## src/rtl/tmr_irq_pkg.sv

```systemverilog
package tmr_irq_pkg;
  localparam int NUM_TMR = 2;
  localparam int NUM_EXT = 2;
  localparam int REG_W   = 8;

  // bit positions decoded by software
  function automatic int tflag_pos(input int t);
    return 5 + 2 * t;
  endfunction
  function automatic int trun_pos(input int t);
    return 4 + 2 * t;
  endfunction
  function automatic int ereq_pos(input int e);
    return 1 + 2 * e;
  endfunction
  function automatic int emode_pos(input int e);
    return 2 * e;
  endfunction
endpackage

```

## src/rtl/tmr_irq_sync.sv

```systemverilog
module tmr_irq_sync #(
  parameter int   STAGES  = 2,
  parameter logic RST_VAL = 1'b1
) (
  input  logic clk_i,
  input  logic rst_ni,
  input  logic d_i,
  output logic q_o
);
  logic [STAGES-1:0] chain_q;

  always_ff @(posedge clk_i or negedge rst_ni) begin
    if (!rst_ni) chain_q <= {STAGES{RST_VAL}};
    else         chain_q <= {chain_q[STAGES-2:0], d_i};
  end

  assign q_o = chain_q[STAGES-1];
endmodule

```

## src/rtl/tmr_irq_tflag.sv

```systemverilog
module tmr_irq_tflag (
  input  logic clk_i,
  input  logic rst_ni,
  input  logic ovf_i,
  input  logic ack_i,
  input  logic wr_i,
  input  logic wbit_i,
  output logic flag_o
);
  always_ff @(posedge clk_i or negedge rst_ni) begin
    if (!rst_ni)    flag_o <= 1'b0;
    else if (ovf_i) flag_o <= 1'b1;
    else if (ack_i) flag_o <= 1'b0;
    else if (wr_i)  flag_o <= wbit_i;
  end

  assert_tovf_set_R4: assert property (@(posedge clk_i) disable iff (!rst_ni)
    ovf_i |=> flag_o);
  assert_tack_clr_R5: assert property (@(posedge clk_i) disable iff (!rst_ni)
    (ack_i && !ovf_i) |=> !flag_o);
endmodule

```

## src/rtl/tmr_irq_ext.sv

```systemverilog
module tmr_irq_ext #(
  parameter int SYNC_STAGES = 2
) (
  input  logic clk_i,
  input  logic rst_ni,
  input  logic pin_i,
  input  logic edge_mode_i,
  input  logic ack_i,
  input  logic wr_i,
  input  logic wbit_i,
  output logic req_o
);
  logic pin_s, prev_q, fall;

  tmr_irq_sync #(.STAGES(SYNC_STAGES), .RST_VAL(1'b1)) u_sync (
    .clk_i (clk_i),
    .rst_ni(rst_ni),
    .d_i   (pin_i),
    .q_o   (pin_s)
  );

  always_ff @(posedge clk_i or negedge rst_ni) begin
    if (!rst_ni) prev_q <= 1'b1;
    else         prev_q <= pin_s;
  end

  assign fall = prev_q & ~pin_s;

  always_ff @(posedge clk_i or negedge rst_ni) begin
    if (!rst_ni)           req_o <= 1'b0;
    else if (!edge_mode_i) req_o <= ~pin_s;
    else if (fall)         req_o <= 1'b1;
    else if (ack_i)        req_o <= 1'b0;
    else if (wr_i)         req_o <= wbit_i;
  end

  assert_level_low_R7: assert property (@(posedge clk_i) disable iff (!rst_ni)
    (!edge_mode_i && !pin_s) |=> req_o);
  assert_level_high_R7: assert property (@(posedge clk_i) disable iff (!rst_ni)
    (!edge_mode_i && pin_s) |=> !req_o);
  assert_edge_set_R8: assert property (@(posedge clk_i) disable iff (!rst_ni)
    (edge_mode_i && fall) |=> req_o);
  assert_edge_ack_R9: assert property (@(posedge clk_i) disable iff (!rst_ni)
    (edge_mode_i && ack_i && !fall) |=> !req_o);
  assert_edge_hold_R10: assert property (@(posedge clk_i) disable iff (!rst_ni)
    (edge_mode_i && req_o && !ack_i && !wr_i) |=> req_o);
endmodule

```

## src/rtl/tmr_irq_ctrl.sv

```systemverilog
module tmr_irq_ctrl
  import tmr_irq_pkg::*;
#(
  parameter int SYNC_STAGES = 2
) (
  input  logic               clk_i,
  input  logic               rst_ni,
  input  logic               sel_i,
  input  logic               we_i,
  input  logic [REG_W-1:0]   wdata_i,
  output logic [REG_W-1:0]   rdata_o,
  input  logic [NUM_TMR-1:0] tmr_ovf_i,
  output logic [NUM_TMR-1:0] tmr_run_o,
  input  logic [NUM_EXT-1:0] ext_pin_i,
  input  logic [NUM_TMR-1:0] ack_tmr_i,
  input  logic [NUM_EXT-1:0] ack_ext_i
);
  logic               wr;
  logic [NUM_TMR-1:0] run_q, tflag;
  logic [NUM_EXT-1:0] mode_q, ereq;

  assign wr = sel_i & we_i;

  for (genvar t = 0; t < NUM_TMR; t++) begin : g_tmr
    always_ff @(posedge clk_i or negedge rst_ni) begin
      if (!rst_ni)  run_q[t] <= 1'b0;
      else if (wr)  run_q[t] <= wdata_i[trun_pos(t)];
    end

    tmr_irq_tflag u_tflag (
      .clk_i (clk_i),
      .rst_ni(rst_ni),
      .ovf_i (tmr_ovf_i[t]),
      .ack_i (ack_tmr_i[t]),
      .wr_i  (wr),
      .wbit_i(wdata_i[tflag_pos(t)]),
      .flag_o(tflag[t])
    );
  end

  for (genvar e = 0; e < NUM_EXT; e++) begin : g_ext
    always_ff @(posedge clk_i or negedge rst_ni) begin
      if (!rst_ni)  mode_q[e] <= 1'b0;
      else if (wr)  mode_q[e] <= wdata_i[emode_pos(e)];
    end

    tmr_irq_ext #(.SYNC_STAGES(SYNC_STAGES)) u_ext (
      .clk_i      (clk_i),
      .rst_ni     (rst_ni),
      .pin_i      (ext_pin_i[e]),
      .edge_mode_i(mode_q[e]),
      .ack_i      (ack_ext_i[e]),
      .wr_i       (wr),
      .wbit_i     (wdata_i[ereq_pos(e)]),
      .req_o      (ereq[e])
    );
  end

  always_comb begin
    rdata_o = '0;
    for (int t = 0; t < NUM_TMR; t++) begin
      rdata_o[tflag_pos(t)] = tflag[t];
      rdata_o[trun_pos(t)]  = run_q[t];
    end
    for (int e = 0; e < NUM_EXT; e++) begin
      rdata_o[ereq_pos(e)]  = ereq[e];
      rdata_o[emode_pos(e)] = mode_q[e];
    end
  end

  assign tmr_run_o = run_q;

  assert_run_hold_R3: assert property (@(posedge clk_i) disable iff (!rst_ni)
    !wr |=> $stable(tmr_run_o));
  assert_run_load_R3: assert property (@(posedge clk_i) disable iff (!rst_ni)
    wr |=> (tmr_run_o == {$past(wdata_i[6]), $past(wdata_i[4])}));
endmodule

```

## config.mk

```make
export PLATFORM = sky130hd
export DESIGN_NAME = tmr_irq_ctrl
export DESIGN_NICKNAME = d
export VERILOG_FILES = /design/src/rtl/tmr_irq_pkg.sv /design/src/rtl/tmr_irq_sync.sv /design/src/rtl/tmr_irq_tflag.sv /design/src/rtl/tmr_irq_ext.sv /design/src/rtl/tmr_irq_ctrl.sv
export SDC_FILE = /design/constraint.sdc
export NUM_CORES = 1
export LEC_CHECK = 0
export ABC_CLOCK_PERIOD_IN_PS = 4000
export CORE_MARGIN = 5
export CORE_UTILIZATION = 42
export CTS_CLUSTER_DIAMETER = 80
export DETAILED_ROUTE_END_ITERATION = 16
export GPL_TIMING_DRIVEN = 1
export HOLD_SLACK_MARGIN = 0.08
export PLACE_DENSITY = 0.81
export SETUP_SLACK_MARGIN = 0.1
export SLEW_MARGIN = 20
export SYNTH_ARGS = -nofsm -noshare
export SYNTH_HDL_FRONTEND = slang
export SYNTH_SLANG_ARGS = --single-unit
```

## constraint.sdc

```tcl
create_clock -name clk_i -period 4 [get_ports clk_i]
set_clock_uncertainty 0.2 [all_clocks]
set_input_delay 1 -clock clk_i [delete_from_list [all_inputs] [get_ports clk_i]]
set_output_delay 1 -clock clk_i [all_outputs]
set_load 0.01 [all_outputs]
```

==> summary.md <==
| Metric | Value |
|---|---|
| Outcome | `complete, no violations` |
| Post-synth ARST share | `1.00` |
| First-pass detailed-route iteration total | `1` |
| Synth Area in Compound Gates | `0.0504` |
| Final min period | `2430 ps` |
| Clock latency at the later pin of the worst-skew pair | `270 ps` |
| Die area | `2420 sq um` |
| Simple-gate share of the synthesized area | `0.143` |
| Starting DRT DRC Count | `0` |
| Hold Vio Cnt, Final | `0` |
| Setup tns final | `0 ps` |
| CP Max Fanout | `3` |
| Main flop type after synthesis | `dfrtp_1` |
| Xor/xnor cell area share of the yosys netlist | `0` |
| Clock sink count | `14` |
| Leak pwr | `0.000385 uW` |
| Slowest cell on crit path | `clkdlybuf4s50_1` |
| Area grow syn2layout | `42.2%` |
| # Post-CTS Setup Buffers | `0` |
| Delay-heaviest family, CP | `buffers and inverters` |
| Switching Fraction | `0.235` |
| Dominant combinational cell family by area after synthesis | `multiplexers` |
| Inst Count DP | `80` |
| Maximum vdd drop | `0.202 mV` |
| Syn avg cell area | `15.0 sq um` |
| Leading area contributor after synthesis | `dfrtp_1` |
| Post-route insts no fill | `83` |
| Drt total wl | `1110 um` |
| WL per Instance | `13.3 um` |
| Post-synth EDFFs | `0` |
| Die height | `49.2 um` |
| GPL Wtd Cong | `0.691` |
| Critical-path cell list | `clkdlybuf4s50_1` |
| Internal power | `252 uW` |
| Die X | `49.2 um` |
| Fin Hold WS | `159 ps` |
| Post-synth top area share | `0.310` |
| Critical path class | `reg -> out` |
| Req. time, crit path | `2800 ps` |
| PnR Total Power | `330 uW` |
| Post-Syn Nets | `63` |
| Max cap viols | `0` |
| Adder-cell share of the synthesized area | `0` |
| Hpwl dp | `919 um` |
| Clock buffer depth | `2` |
| Syn Inst Count | `43` |
| Clock-pin slew on the worst setup and hold paths | `80 ps` |
| Total gr overflow | `0` |
| Root Buffer | `clkbuf_4` |
| Core area | `1490 sq um` |
| Initial antenna violation count | `0` |
| Vias in the first global route | `405` |
| Reg2reg setup slack | `2660 ps` |
| Sequential group share of total power | `0.506` |
| Post-layout util | `0.617` |
| # diodes | `0` |
| Area contributors post-synth | `dfrtp_1, dfstp_2, buf_4` |
| Buffers on Ports | `29` |
| Via Count | `388` |
| Post-CTS Resized | `0` |
| Routed Antenna Nets | `0` |
| CTS hold repair buffers | `0` |
| Mux contribution to synthesized area | `0.159` |
| Initial core utilization | `0.434` |
| Fmax | `412 MHz` |
| Clk pwr share | `0.231` |
| Synth warn | `0` |
| TritonCTS clock tree | `built` |
| Largest net degree at the start of global routing | `15` |
| Layout cell share with drive strength beyond 1 | `0.299` |
| Final worst-path cycle share | `0.606` |
| Cell Pwr Density | `359 nW/um^2` |
| Final Setup Violations | `0` |
| Critical Path End Type | `primary output` |
| Final #Nets | `89` |
| CP peak stage delay | `560 ps` |
| Netlist cell types | `13` |
| Crit path DAT | `1230 ps` |
| Psw | `77.6 uW` |
| Synth Register Bits | `14` |
| Boundary Pins | `30` |
| RSZ-0062 raised after global routing | `false` |
| Slew Viols, Final | `0` |
| Comb power frac | `0.263` |
| Post-Syn Area | `646 sq um` |
| Standard-cell rows | `14` |
| H-tree Lvls | `1` |
| TritonCTS Buffers | `3` |
| WP buf/inv | `1` |
| # DRC | `0` |
| Worst Hold Class | `reg -> reg` |
| Post-synthesis sequential area ratio | `0.554` |
| Most frequent cells after synthesis | `buf_4, dfrtp_1, dfstp_2, mux2_4` |
| Via density | `4.67` |
| CP Launch Type | `flip-flop` |
| Worst Max-Slew Pin Slew | `602 ps` |
| Global Route Usage Sum | `0.0980` |
| Slew headroom | `0.598` |
| Global-route wire length before repair | `1770 um` |
==> cell families (layout without fill, tap and decap cells) <==
| group | Yosys count | in the layout |
|---|---|---|
| flops | 14 | 14 |
| simple gates | 9 | 9 |
| mux | 8 | 8 |
| buf+inv | 8 | 32 |
| compound gates | 4 | 4 |
==> worst paths after layout <==
check	from	to	depth (start not counted)
min in group asynchronous	rst_ni	rdata_o[4]	1
max in group asynchronous	rst_ni	g_ext[0].u_ext.req_o	1
max	rdata_o[6]	tmr_run_o[1]	1
max reg2reg	g_ext[0].u_ext.u_sync.chain_q[1]	g_ext[0].u_ext.req_o	3
min reg2reg	g_ext[0].u_ext.u_sync.chain_q[0]	g_ext[0].u_ext.u_sync.chain_q[1]	0
min	g_ext[0].u_ext.u_sync.chain_q[0]	g_ext[0].u_ext.u_sync.chain_q[1]	0
==> sequential cells by signal, summed over array words and instances, names as in the netlist <==
| name | cells |
|---|---|
| g_ext.u_ext.u_sync.chain_q | 4 |
| rdata_o | 4 |
| g_ext.u_ext.prev_q | 2 |
| g_ext.u_ext.req_o | 2 |
| g_tmr.u_tflag.flag_o | 2 |
==> layout by cell type (no fill, tap or decap) <==
master           netlist  routed
nand3_2                2       2
dfrtp_1                8       8
o21bai_1               2       2
dfstp_2                6       6
nand2b_1               2       2
nand2_8                1       1
o2bb2ai_1              2       2
mux2_2                 2       2
nor2b_4                2       2
nor2b_1                2       2
clkdlybuf4s50_1        0      29
mux2i_1                2       2
clkbuf_4               0       3
mux2_4                 4       4
==> power by group through the flow <==
| stage | clock network, uW | logic [uW] | registers (uW) |
|---|---|---|---|
| after floorplan | 0 | 48.6 | 169 |
| after global placement | 0 | 86.8 | 169 |
| after detailed placement | 0 | 88.4 | 170 |
| after CTS | 81.4 | 88.6 | 167 |
| after global routing | 86.0 | 91.9 | 170 |
| final | 76.1 | 86.6 | 167 |
==> worst register-to-register path: stages, from the launching register on <==
cell      delay, ps
dfstp_2         540
nand2b_1        110
nand3_2          80
mux2_4          290
==> per-stage QoR <==
stage          instance area (sq um)  setup slack, ps
6_report                         918             1570
5_1_grt                          918             1520
4_1_cts                          918             1550
3_5_place_dp                     896             1630
3_3_place_gp                     896             1640
2_1_floorplan                    646             2210
==> final cells by class <==
cell class	count	area (sq um)
well taps	16	20.0
fillers	135	571
repair buffers	29	290
clock buffers	3	22.5
multi-input cells	21	228
flip-flops and latches	14	358
==> metal layers <==
metal	routed length [um]	up-vias	part of all wire	track usage
met4	21	0	0.019	0.0538
met5	0	-	0	0
li1	-	188	-	-
met3	113	4	0.10	0.0398
met1	377	179	0.34	0.0954
met2	592	17	0.54	0.172
Power figures use the tool's default switching activity.
